==> src/rtl/cfd_pkg.sv <==
package cfd_pkg;

   // What the entry at the head of the buffer allows the output to do
   typedef enum logic [1:0] {
      HEAD_EMPTY       = 2'd0,
      HEAD_PLAIN       = 2'd1,
      HEAD_CODED_WAIT  = 2'd2,
      HEAD_CODED_READY = 2'd3
   } head_kind_e;

endpackage

==> src/rtl/cfd_store.sv <==
module cfd_store #(
   parameter int DATA_W = 64,
   parameter int DEPTH  = 4,
   localparam int PTR_W = (DEPTH > 1) ? $clog2(DEPTH) : 1,
   localparam int OCC_W = $clog2(DEPTH + 1)
) (
   input  logic              clk,
   input  logic              rst_n,
   input  logic              push,
   input  logic              push_coded,
   input  logic [DATA_W-1:0] push_data,
   input  logic              pop,
   output logic [DATA_W-1:0] head_data,
   output logic              head_coded,
   output logic [DATA_W-1:0] next_data,
   output logic [OCC_W-1:0]  occ,
   output logic              full
);

   localparam bit POW2 = (DEPTH & (DEPTH - 1)) == 0;

   logic [DATA_W:0]  mem [DEPTH];
   logic [PTR_W-1:0] wr_ptr, rd_ptr;
   logic [PTR_W-1:0] wr_inc, rd_inc;

   // Pointer advance: free wrap for power-of-two depths, compare otherwise
   generate
      if (POW2) begin : g_wrap_free
         assign wr_inc = wr_ptr + PTR_W'(1);
         assign rd_inc = rd_ptr + PTR_W'(1);
      end else begin : g_wrap_cmp
         assign wr_inc = (wr_ptr == PTR_W'(DEPTH - 1)) ? '0 : wr_ptr + PTR_W'(1);
         assign rd_inc = (rd_ptr == PTR_W'(DEPTH - 1)) ? '0 : rd_ptr + PTR_W'(1);
      end
   endgenerate

   always_ff @(posedge clk) begin
      if (push) mem[wr_ptr] <= {push_coded, push_data};
   end

   always_ff @(posedge clk or negedge rst_n) begin
      if (!rst_n) begin
         wr_ptr <= '0;
         rd_ptr <= '0;
         occ    <= '0;
      end else begin
         if (push) wr_ptr <= wr_inc;
         if (pop)  rd_ptr <= rd_inc;
         case ({push, pop})
            2'b10:   occ <= occ + OCC_W'(1);
            2'b01:   occ <= occ - OCC_W'(1);
            default: occ <= occ;
         endcase
      end
   end

   assign head_data  = mem[rd_ptr][DATA_W-1:0];
   assign head_coded = mem[rd_ptr][DATA_W];
   assign next_data  = mem[rd_inc][DATA_W-1:0];
   assign full       = (occ == OCC_W'(DEPTH));

endmodule

==> src/rtl/cfd_decode.sv <==
module cfd_decode
   import cfd_pkg::*;
#(
   parameter int DATA_W = 64,
   parameter int OCC_W  = 3
) (
   input  logic [DATA_W-1:0] head_data,
   input  logic              head_coded,
   input  logic [DATA_W-1:0] next_data,
   input  logic [OCC_W-1:0]  occ,
   output head_kind_e        kind,
   output logic              valid,
   output logic [DATA_W-1:0] data
);

   always_comb begin
      if (occ == '0)
         kind = HEAD_EMPTY;
      else if (!head_coded)
         kind = HEAD_PLAIN;
      else if (occ >= OCC_W'(2))
         kind = HEAD_CODED_READY;
      else
         kind = HEAD_CODED_WAIT;
   end

   // One XOR stage, independent of how many words were combined upstream
   assign valid = (kind == HEAD_PLAIN) || (kind == HEAD_CODED_READY);
   assign data  = (kind == HEAD_CODED_READY) ? (head_data ^ next_data) : head_data;

endmodule

==> src/rtl/cfd_rx_decoder.sv <==
module cfd_rx_decoder
   import cfd_pkg::*;
#(
   parameter int DATA_W = 64,
   parameter int DEPTH  = 4
) (
   input  logic              clk,
   input  logic              rst_n,
   input  logic              link_valid_i,
   input  logic              link_coded_i,
   input  logic [DATA_W-1:0] link_data_i,
   output logic              link_full_o,
   output logic              out_valid_o,
   input  logic              out_ready_i,
   output logic [DATA_W-1:0] out_data_o
);

   localparam int OCC_W = $clog2(DEPTH + 1);

   generate
      if (DEPTH < 2) begin : g_bad_depth
         $error("cfd_rx_decoder: DEPTH must be at least 2 to pair a coded word");
      end
      if (DATA_W < 1) begin : g_bad_width
         $error("cfd_rx_decoder: DATA_W must be positive");
      end
   endgenerate

   logic              push, pop;
   logic [DATA_W-1:0] head_data, next_data;
   logic              head_coded;
   logic [OCC_W-1:0]  occ;
   head_kind_e        head_kind;

   assign push = link_valid_i && !link_full_o;
   assign pop  = out_valid_o && out_ready_i;

   cfd_store #(.DATA_W(DATA_W), .DEPTH(DEPTH)) u_store (
      .clk        (clk),
      .rst_n      (rst_n),
      .push       (push),
      .push_coded (link_coded_i),
      .push_data  (link_data_i),
      .pop        (pop),
      .head_data  (head_data),
      .head_coded (head_coded),
      .next_data  (next_data),
      .occ        (occ),
      .full       (link_full_o)
   );

   cfd_decode #(.DATA_W(DATA_W), .OCC_W(OCC_W)) u_decode (
      .head_data  (head_data),
      .head_coded (head_coded),
      .next_data  (next_data),
      .occ        (occ),
      .kind       (head_kind),
      .valid      (out_valid_o),
      .data       (out_data_o)
   );

endmodule

==> config.mk <==
export PLATFORM = sky130hd
export DESIGN_NAME = cfd_rx_decoder
export DESIGN_NICKNAME = d
export VERILOG_FILES = /design/src/rtl/cfd_pkg.sv /design/src/rtl/cfd_store.sv /design/src/rtl/cfd_decode.sv /design/src/rtl/cfd_rx_decoder.sv
export SDC_FILE = /design/constraint.sdc
export NUM_CORES = 1
export LEC_CHECK = 0
export BUFFER_PORTS_ARGS = -buffer_cell sky130_fd_sc_hd__clkbuf_2
export CORE_MARGIN = 5
export CORE_UTILIZATION = 55
export DETAILED_ROUTE_END_ITERATION = 8
export GPL_TIMING_DRIVEN = 0
export PLACE_DENSITY = 0.74
export SLEW_MARGIN = 20
export SYNTH_ARGS = -nofsm -noshare
export SYNTH_HDL_FRONTEND = slang
export SYNTH_SLANG_ARGS = --single-unit
==> constraint.sdc <==
create_clock -name clk -period 6.1 [get_ports clk]
set_clock_uncertainty 0.05 [all_clocks]
set_input_delay 1.22 -clock clk [delete_from_list [all_inputs] [get_ports clk]]
set_output_delay 1.22 -clock clk [all_outputs]
set_load 0.1 [all_outputs]
==> flow_summary.json <==
{
  "status": "complete, no violations",
  "firstDrtPassIters": 4,
  "cp.arrival_ns": 3.07,
  "numCtsBuffers": 27,
  "track_usage": 0.195,
  "start_util": 0.563,
  "yosysMostFrequentCell": "edfxtp_1",
  "synth_top_cell_by_area": "edfxtp_1",
  "place_ws_ns": 2.28,
  "gr-total-overflow": 0,
  "cts.sinks": 267,
  "final_nets": 841,
  "wire_per_inst_um": 23.2,
  "dieHeight_um": 160,
  "startpoint_type": "register",
  "routed_wl_um": 24800,
  "synth_nets": 674,
  "grt_pass1_vias": 6903,
  "hold_viol_final": 0,
  "rows": 54,
  "synth-seq-cells": 267,
  "cp_data_required_time_ns": 4.83,
  "dp_hpwl_um": 16100,
  "grt_pass1_wl_um": 39000,
  "path_clk_slew_ns": 0.06,
  "cts_tree": "built",
  "drive_above_1_share": 0.514,
  "multiInputGateArea_sq_um": 4130,
  "syn_avg_cell_area_sq_um": 20.6,
  "yosysWarnings": 0,
  "drv_slew": 0,
  "cts_hold_buf": 0,
  "synth_edf_count": 260,
  "endpoint_kind": "primary output",
  "fp.dieArea_sq_um": 25600,
  "period_minus_slack_ns": 4.34,
  "yosys.cell_types.count": 24,
  "syn-cell-area_sq_um": 12400,
  "vias": 6437,
  "ant_nets": 0,
  "cts_resized": 0,
  "worstMarginPinSlew_ns": 0.723,
  "ys.flop_type": "edfxtp_1",
  "synth_common_cells": "edfxtp_1, mux4_2, xnor2_1",
  "n_fill_cell": 1474,
  "rrSetupSlack_ns": 3.52,
  "clock_latency_ns": 0.53,
  "min_period_over_period": 0.711,
  "ys_seq_area_frac": 0.646,
  "regArea_sq_um": 7980,
  "met3_usage": 0.0387,
  "clock-root-buffer": "clkbuf_16",
  "use_met1": 0.263,
  "rsz0062_at_grt": "false",
  "hold_path_class": "reg -> reg",
  "setup-violations-final": 0,
  "busiest_layer": "met2",
  "synth_top_area_share": 0.632,
  "core_area_sq_um": 22000,
  "drt_iter0_markers": 391,
  "die_w_um": 160,
  "async_flop_share": 0.0262,
  "synthToLayoutAreaGrowth_pct": 17.0,
  "cap_violations": 0,
  "clockBufferDepth": 3,
  "synth.area.top_cells": "edfxtp_1, mux4_2, xnor2_1",
  "synth_cells": 599,
  "num_io_pins": 135,
  "path_class": "reg -> out",
  "via_per_inst": 6.03,
  "cp_max_fo": 10,
  "grt_max_degree": 41,
  "max_freq_mhz": 231,
  "grtUsageMet2": 0.334,
  "setup_ws_ns": 1.76,
  "route.detailed.drc": 0,
  "cts_setup_buffers": 0,
  "htreeDepth": 1,
  "place_congestion": 0.703,
  "slew-limit-headroom": 0.518,
  "placement.io_buffers": 134,
  "fin_tns_setup_ns": 0,
  "antenna_found_initial": 2
}
-- per-layer routing --
metal / wire length, um / share of wire / vias to the layer above
li1: - / - / 2799
met1: 9890 / 0.40 / 3388
met2: 12800 / 0.52 / 211
met3: 1520 / 0.061 / 37
met4: 539 / 0.022 / 2
met5: 12 / 0.00048 / -
-- sequential cells by signal, summed over array words and instances (netlist names) --
signal          cells
u_store.occ         3
u_store.mem       260
u_store.rd_ptr      2
u_store.wr_ptr      2
-- final cells by class --
| cell class | instances | area share |
|---|---|---|
| sequential | 267 | 0.552 |
| multi-input combinational | 288 | 0.286 |
| timing repair buffer | 138 | 0.0540 |
| clock buffer | 27 | 0.0468 |
| tap | 280 | 0.0242 |
| clock inverter | 22 | 0.0194 |
| buffer | 37 | 0.0156 |
| inverter | 7 | 0.00182 |
| antenna | 1 | 0.000173 |
-- path summary, 6_finish.rpt --
kind / to / cells after the start / start
worst max-delay path: out_data_o[43] / 6 / u_store.rd_ptr[1]
worst min-delay path: u_store.occ[0] / 1 / u_store.occ[0]
worst min register to register: u_store.occ[0] / 1 / u_store.occ[0]
min in group asynchronous: u_store.occ[0] / 1 / rst_n
max in group asynchronous: u_store.occ[2] / 1 / rst_n
worst max register to register: u_store.occ[2] / 10 / u_store.rd_ptr[0]
-- placed cells by master, fill, tap and decap left out, drive strengths merged --
master,instances
and2,5
clkbuf,172
fa,1
mux2,3
ha,5
mux4,129
a21oi,1
dfrtp,7
and3,1
clkinvlp,1
a31o,1
xor2,2
edfxtp,260
clkinv,14
buf,30
diode,1
bufinv,7
xnor2,67
mux2i,1
nand3,1
o21ai,3
nor2b,2
nand2,64
nor2,2
inv,7
-- worst max-delay path: stages (launching register included) --
cell and delay [ns]:
dfrtp_1 0.31, buf_2 0.17, buf_2 0.32, clkbuf_1 0.55
mux4_2 0.42, xnor2_1 0.25, clkbuf_2 0.51
-- kinds of logic after synthesis --
kind of cell,Yosys count,synth area share
XOR/XNOR,69,0.0489
adder cells (fa/ha/maj),6,0.00669
flip-flops,267,0.646
AND/OR/NAND/NOR,75,0.0367
AO/OA/AOI/OAI,5,0.00233
buffers and inverters,44,0.0204
multiplexers,133,0.239
-- per-stage QoR --
| step | std cells | hold slack, ns | area (sq um) | utilization |
|---|---|---|---|---|
| 3_3_place_gp | 1013 | 0.411 | 13400 | 0.609 |
| 6_report | 1067 | 0.446 | 14500 | 0.658 |
| 2_1_floorplan | 599 | 0.396 | 12400 | - |
| 4_1_cts | 1066 | 0.447 | 14400 | 0.658 |
| 3_5_place_dp | 1017 | 0.437 | 13500 | 0.614 |
| 5_1_grt | 1067 | 0.468 | 14500 | 0.658 |
Power is left out: the tool's default activity adds up to more than one toggle a clock period on the data nets, which glitch-free logic cannot reach.
